`src/rtl/xlt_pkg.sv`:
```
package xlt_pkg;
  localparam int ADDR_W   = 40;
  localparam int SMALL_SH = 12;
  localparam int LARGE_SH = 19;
  localparam int TAG_W    = ADDR_W - SMALL_SH;
  localparam int SPAN     = LARGE_SH - SMALL_SH;

  typedef struct packed {
    logic             vld;
    logic             big;
    logic             ro;
    logic [TAG_W-1:0] vtag;
    logic [TAG_W-1:0] ptag;
  } xlt_ent_t;

  // Tag comparison; large pages ignore the low SPAN bits of the tag
  function automatic logic ent_hit(xlt_ent_t e, logic [ADDR_W-1:0] va);
    logic [TAG_W-1:0] vt;
    vt = va[ADDR_W-1:SMALL_SH];
    if (!e.vld) return 1'b0;
    if (e.big) return e.vtag[TAG_W-1:SPAN] == vt[TAG_W-1:SPAN];
    return e.vtag == vt;
  endfunction

  // Physical address assembly for the page size of the entry
  function automatic logic [ADDR_W-1:0] ent_pa(xlt_ent_t e, logic [ADDR_W-1:0] va);
    if (e.big) return {e.ptag[TAG_W-1:SPAN], va[LARGE_SH-1:0]};
    return {e.ptag, va[SMALL_SH-1:0]};
  endfunction
endpackage

```
`src/rtl/tlb_store.sv`:
```
module tlb_store
  import xlt_pkg::*;
#(
  parameter int N_ENT = 32,
  localparam int IDX_W = $clog2(N_ENT)
) (
  input  logic             clk,
  input  logic             rst_n,
  input  logic             wr_en,
  input  logic [IDX_W-1:0] wr_idx,
  input  xlt_ent_t         wr_ent,
  input  logic             clr_all,
  output xlt_ent_t         ents [N_ENT],
  output logic [N_ENT-1:0] valid_vec
);
  xlt_ent_t ent_q [N_ENT];

  always_ff @(posedge clk) begin
    if (!rst_n) begin
      for (int i = 0; i < N_ENT; i++) ent_q[i] <= '0;
    end else if (clr_all) begin
      for (int i = 0; i < N_ENT; i++) ent_q[i].vld <= 1'b0;
    end else if (wr_en) begin
      ent_q[wr_idx] <= wr_ent;
    end
  end

  for (genvar g = 0; g < N_ENT; g++) begin : g_out
    assign ents[g]      = ent_q[g];
    assign valid_vec[g] = ent_q[g].vld;
  end
endmodule

```
`src/rtl/tlb_match.sv`:
```
module tlb_match
  import xlt_pkg::*;
#(
  parameter int N_ENT = 32
) (
  input  xlt_ent_t          ents [N_ENT],
  input  logic [ADDR_W-1:0] va,
  output logic              hit_any,
  output logic              multi,
  output logic [ADDR_W-1:0] pa_sel,
  output logic              ro_sel
);
  logic [N_ENT-1:0] hit_vec;

  for (genvar g = 0; g < N_ENT; g++) begin : g_cmp
    assign hit_vec[g] = ent_hit(ents[g], va);
  end

  // Lowest index wins: scan downward so the last assignment is the lowest hit
  always_comb begin
    pa_sel = '0;
    ro_sel = 1'b0;
    for (int i = N_ENT - 1; i >= 0; i--) begin
      if (hit_vec[i]) begin
        pa_sel = ent_pa(ents[i], va);
        ro_sel = ents[i].ro;
      end
    end
  end

  assign hit_any = |hit_vec;
  assign multi   = |(hit_vec & (hit_vec - N_ENT'(1)));
endmodule

```
`src/rtl/tlb_victim.sv`:
```
module tlb_victim #(
  parameter int N_ENT = 32,
  localparam int IDX_W = $clog2(N_ENT)
) (
  input  logic             clk,
  input  logic             rst_n,
  input  logic [N_ENT-1:0] valid_vec,
  input  logic             take,
  output logic [IDX_W-1:0] vic_idx,
  output logic             all_valid
);
  logic [IDX_W-1:0] rr_q;
  logic [IDX_W-1:0] free_idx;

  always_comb begin
    free_idx = '0;
    for (int i = N_ENT - 1; i >= 0; i--) begin
      if (!valid_vec[i]) free_idx = IDX_W'(i);
    end
  end

  assign all_valid = &valid_vec;
  assign vic_idx   = all_valid ? rr_q : free_idx;

  always_ff @(posedge clk) begin
    if (!rst_n) begin
      rr_q <= '0;
    end else if (take && all_valid) begin
      rr_q <= (rr_q == IDX_W'(N_ENT - 1)) ? '0 : rr_q + IDX_W'(1);
    end
  end
endmodule

```
`src/rtl/xlate_tlb.sv`:
```
module xlate_tlb
  import xlt_pkg::*;
#(
  parameter int N_ENT = 32,
  localparam int IDX_W = $clog2(N_ENT)
) (
  input  logic              clk,
  input  logic              rst_n,
  input  logic              lk_req,
  input  logic [ADDR_W-1:0] lk_va,
  input  logic              lk_store,
  input  logic              fill_en,
  input  logic [ADDR_W-1:0] fill_va,
  input  logic [ADDR_W-1:0] fill_pa,
  input  logic              fill_large,
  input  logic              fill_ro,
  input  logic              flush_all,
  output logic              rsp_vld,
  output logic              rsp_hit,
  output logic [ADDR_W-1:0] rsp_pa,
  output logic              rsp_fault,
  output logic              rsp_multi
);
  xlt_ent_t          ents [N_ENT];
  xlt_ent_t          wr_ent;
  logic [N_ENT-1:0]  valid_vec;
  logic [IDX_W-1:0]  fill_idx;
  logic              fill_take;
  logic              all_valid;
  logic              m_hit, m_multi, m_ro;
  logic [ADDR_W-1:0] m_pa;

  // Flush wins over a coincident fill
  assign fill_take   = fill_en && !flush_all;
  assign wr_ent.vld  = 1'b1;
  assign wr_ent.big  = fill_large;
  assign wr_ent.ro   = fill_ro;
  assign wr_ent.vtag = fill_va[ADDR_W-1:SMALL_SH];
  assign wr_ent.ptag = fill_pa[ADDR_W-1:SMALL_SH];

  tlb_victim #(.N_ENT(N_ENT)) u_vic (
    .clk(clk), .rst_n(rst_n), .valid_vec(valid_vec), .take(fill_take),
    .vic_idx(fill_idx), .all_valid(all_valid)
  );

  tlb_store #(.N_ENT(N_ENT)) u_store (
    .clk(clk), .rst_n(rst_n), .wr_en(fill_take), .wr_idx(fill_idx),
    .wr_ent(wr_ent), .clr_all(flush_all), .ents(ents), .valid_vec(valid_vec)
  );

  tlb_match #(.N_ENT(N_ENT)) u_match (
    .ents(ents), .va(lk_va), .hit_any(m_hit), .multi(m_multi),
    .pa_sel(m_pa), .ro_sel(m_ro)
  );

  always_ff @(posedge clk) begin
    if (!rst_n) begin
      rsp_vld   <= 1'b0;
      rsp_hit   <= 1'b0;
      rsp_pa    <= '0;
      rsp_fault <= 1'b0;
      rsp_multi <= 1'b0;
    end else begin
      rsp_vld   <= lk_req;
      rsp_hit   <= lk_req && m_hit;
      rsp_pa    <= (lk_req && m_hit) ? m_pa : '0;
      rsp_fault <= lk_req && m_hit && m_ro && lk_store;
      rsp_multi <= lk_req && m_multi;
    end
  end
endmodule

```
`config.mk`:
```
export PLATFORM = sky130hd
export DESIGN_NAME = xlate_tlb
export DESIGN_NICKNAME = d
export VERILOG_FILES = /design/src/rtl/xlt_pkg.sv /design/src/rtl/tlb_store.sv /design/src/rtl/tlb_match.sv /design/src/rtl/tlb_victim.sv /design/src/rtl/xlate_tlb.sv
export SDC_FILE = /design/constraint.sdc
export NUM_CORES = 2
export LEC_CHECK = 0
export BUFFER_PORTS_ARGS = -buffer_cell sky130_fd_sc_hd__buf_4
export CORE_ASPECT_RATIO = 0.5
export CORE_MARGIN = 3
export CORE_UTILIZATION = 63
export DETAILED_ROUTE_END_ITERATION = 10
export PLACE_DENSITY = 0.78
export SLEW_MARGIN = 10
export SYNTH_ARGS = -nofsm -noshare
export SYNTH_HDL_FRONTEND = slang
export SYNTH_SLANG_ARGS = --single-unit
```
`constraint.sdc`:
```
create_clock -name clk -period 5.75 [get_ports clk]
set_input_delay 0.575 -clock clk [delete_from_list [all_inputs] [get_ports clk]]
set_output_delay 0.575 -clock clk [all_outputs]
set_load 0.005 [all_outputs]
```
==> flow_metrics.env <==
export IMPL_outcome="finished, final reports clean"
export IMPL_arrival_ns=5.15
export IMPL_final_nets=7602
export IMPL_cts_tree="built"
export IMPL_cts_buffers=174
export IMPL_final_common_cell="and2_1"
export IMPL_hold_viol=0
export IMPL_drive_gt1_frac=0.110
export IMPL_swShare=0.232
export IMPL_clkTransAtPathRegs_ns=0.07
export IMPL_synth_simple_area_share=0.178
export IMPL_ys_top_cells_by_area="edfxtp_1, and2_1, xor2_1"
export IMPL_fin_tns_setup_ns=0
export IMPL_setup_viol=0
export IMPL_rsz0062_at_grt="false"
export IMPL_ys_seq_elements=1937
export IMPL_dp_hpwl_um=177000
export IMPL_clock_skew_ns=0.0617
export IMPL_grt_pass1_vias=61500
export IMPL_p_total_mw=29.5
export IMPL_final_cell_mix="and2_1, edfxtp_1, xor2_1, buf_4, nand2_1"
export IMPL_antenna_found_initial=27
export IMPL_fp_row_count=100
export IMPL_drt_wirelength_per_cell_um=31.2
export IMPL_whs_path_depth=2
export IMPL_cts_sinks=1937
export IMPL_grt_use_total=0.379
export IMPL_fin_crit_ns=4.40
export IMPL_cts_max_level=4
export IMPL_combPwrFrac=0.060
export IMPL_synthCells=7640
export IMPL_netlist_area_leader_share=0.587
export IMPL_async_flop_share=0
export IMPL_clkPwrFrac=0.388
export IMPL_irDropWorstVdd_mv=0.231
export IMPL_r2r_worst_path_cells=9
export IMPL_area_growth_pct=8.53
export IMPL_clk_latency_ns=0.85
export IMPL_numPortBuffers=147
export IMPL_drtAntennaViolNets=0
export IMPL_die_area_um2=156000
export IMPL_path_class="register to register"
export IMPL_powerDensity_nw_per_um2=286
export IMPL_worst_path_max_fanout=12
export IMPL_synth_compound_area_frac=0.0658
export IMPL_drt_initial_drc_count=11200
export IMPL_p_seq_frac=0.551
export IMPL_required_ns=6.50
export IMPL_maxSlewViolCount=0
export IMPL_power_switching_mw=6.83
export IMPL_routabilityCongestion=0.946
export IMPL_gr_total_overflow=0
export IMPL_netlist_cell_type_count=90
export IMPL_fmax_ghz=0.227
export IMPL_synthMuxAreaShare=0.0311
export IMPL_period_share=0.766
export IMPL_yosysTopAreaCell="edfxtp_1"
export IMPL_syn_area_per_cell_um2=12.4
export IMPL_die_w_um=555
export IMPL_post_cts_buffers=0
export IMPL_yosys_most_used_dff="edfxtp_1"
export IMPL_end_kind="register"
export IMPL_die_h_um=280
export IMPL_num_vias=64300
export IMPL_synthesis_nets=7770
export IMPL_critPathLaunchType="register"
export IMPL_cap_violations=0
export IMPL_clk_path_buf_depth=4
export IMPL_grt_pass1_wl_um=424000
export IMPL_yosysWarningCount=0
export IMPL_holdWs_ns=0.0355
export IMPL_grt_max_degree=60
export IMPL_max_slew_worst_pin_slew_ns=1.27
export IMPL_yosysSeqAreaShare=0.604
export IMPL_drc=0
export IMPL_core_area_um2=149000
export IMPL_dr_pass1_iters=10
export IMPL_syn_area_um2=94900
export IMPL_synthXorXnorAreaFrac=0.0827
export IMPL_cellLeakagePower_nw=38.3
export IMPL_slew_limit_headroom=0.156
export IMPL_synthAdderAreaFrac=0.000475
export IMPL_synth_edf_count=1856
export IMPL_drt_wl_total_um=300000
export IMPL_synth_top_family_by_area="simple AND/OR/NAND/NOR gates"
export IMPL_p_int_mw=22.6
export IMPL_initial_utilization=0.636
export IMPL_hold_path_class="input port to register"
export IMPL_ios=172
export IMPL_cts_root_buf="clkbuf_16"
export IMPL_vias_per_cell=6.70
power by group through the flow:
stage | Combinational, mW | Clock [mW] | Sequential (mW)
finish | 1.78 | 11.4 | 16.2
global route | 1.84 | 12.0 | 16.3
CTS | 1.74 | 11.4 | 16.2
detailed placement | 1.72 | 0 | 16.5
global placement | 1.69 | 0 | 16.5
floorplan | 1.09 | 0 | 16.5
worst max-delay path: stages (launching register included):
cell	delay [ns]
edfxtp_1	0.39
xor2_1	0.16
nor4_1	0.37
nand4_1	0.41
or3_1	0.77
nor2_1	0.70
a221oi_1	0.27
o311ai_0	0.92
o21ai_1	0.17
a31oi_1	0.17
path summary, 6_finish.rpt:
check	from	to	slack [ns]
setup / recovery	u_store.ent_q[20][38]	rsp_pa[25]	1.35
hold / removal	lk_store	rsp_fault	0.04
setup reg to reg	u_store.ent_q[20][38]	rsp_pa[25]	1.35
hold reg to reg	u_store.ent_q[25][58]	u_store.ent_q[25][58]	0.48
per-stage QoR:
stage	cell area [um^2]	cells	setup WS (ns)	util
finish	103000	9606	1.35	0.691
detailed placement	97500	9273	0.783	0.654
global route	103000	9593	1.29	0.690
global placement	97500	9273	0.872	0.654
floorplan	94900	7640	1.30	-
CTS	103000	9593	1.46	0.690
synth_stat cells, types with 31 or more instances:
master and count:
a221oi_1 57, buf_1 49, nand3_1 37, a41oi_1 31, nand2_1 234, xnor2_1 212
nor4_1 185, nand2b_1 61, nand4_1 60, a21oi_1 141, edfxtp_1 1856, and2_1 1871
nor2_1 209, nor3_1 61, a31oi_1 50, buf_6 65, xor2_1 684, o21ai_1 70
buf_2 54, o221ai_1 78, a21o_1 38, mux2_2 116, mux2i_1 164, o22ai_1 32
clkbuf_1 514, and3_1 47, o21ai_0 151, o21a_1 47, dfxtp_1 81
per-layer routing:
layer | vias up | global-route usage | part of all wire | wire length [um]
met5 | - | 0 | 0.00042 | 126
met4 | 6 | 0.138 | 0.044 | 13300
met3 | 925 | 0.125 | 0.16 | 48600
met2 | 5100 | 0.567 | 0.43 | 129000
met1 | 31700 | 0.521 | 0.36 | 109000
li1 | 26600 | - | - | -
logic make-up (layout without fill, tap and decap cells):
| kind of cell | count (synthesis) | in the layout |
|---|---|---|
| AND/OR/NAND/NOR | 2867 | 2867 |
| AO/OA/AOI/OAI | 904 | 904 |
| XOR/XNOR | 896 | 896 |
| other | 0 | 13 |
| multiplexers | 280 | 280 |
| adder cells (fa/ha/maj) | 4 | 4 |
| buffers and inverters | 752 | 716 |
| flip-flops | 1937 | 1937 |
area by class of cell:
class | count | area [um^2]
Antenna cell | 13 | 32.5
Clock buffer | 232 | 4770
Clock inverter | 76 | 552
Fill cell | 10400 | 46100
Inverter | 32 | 133
Multi-Input combinational cell | 4951 | 34500
Sequential cell | 1937 | 57400
Tap cell | 1989 | 2490
Timing Repair Buffer | 376 | 3190
registers in the layout, indices dropped and copies added (netlist names):
register and count:
rsp_hit 1, u_vic.rr_q 5, rsp_fault 1, rsp_pa 40
u_store.ent_q 1888, rsp_vld 1, rsp_multi 1
repair_timing:
item | 4_1_cts | 5_1_grt
setup endpoints to repair | 0 | 0
hold endpoints to repair | 12 | 0
hold buffers | 12 | 0
gates resized for setup | 0 | 0
No activity file was read; power rests on OpenSTA's default activity.
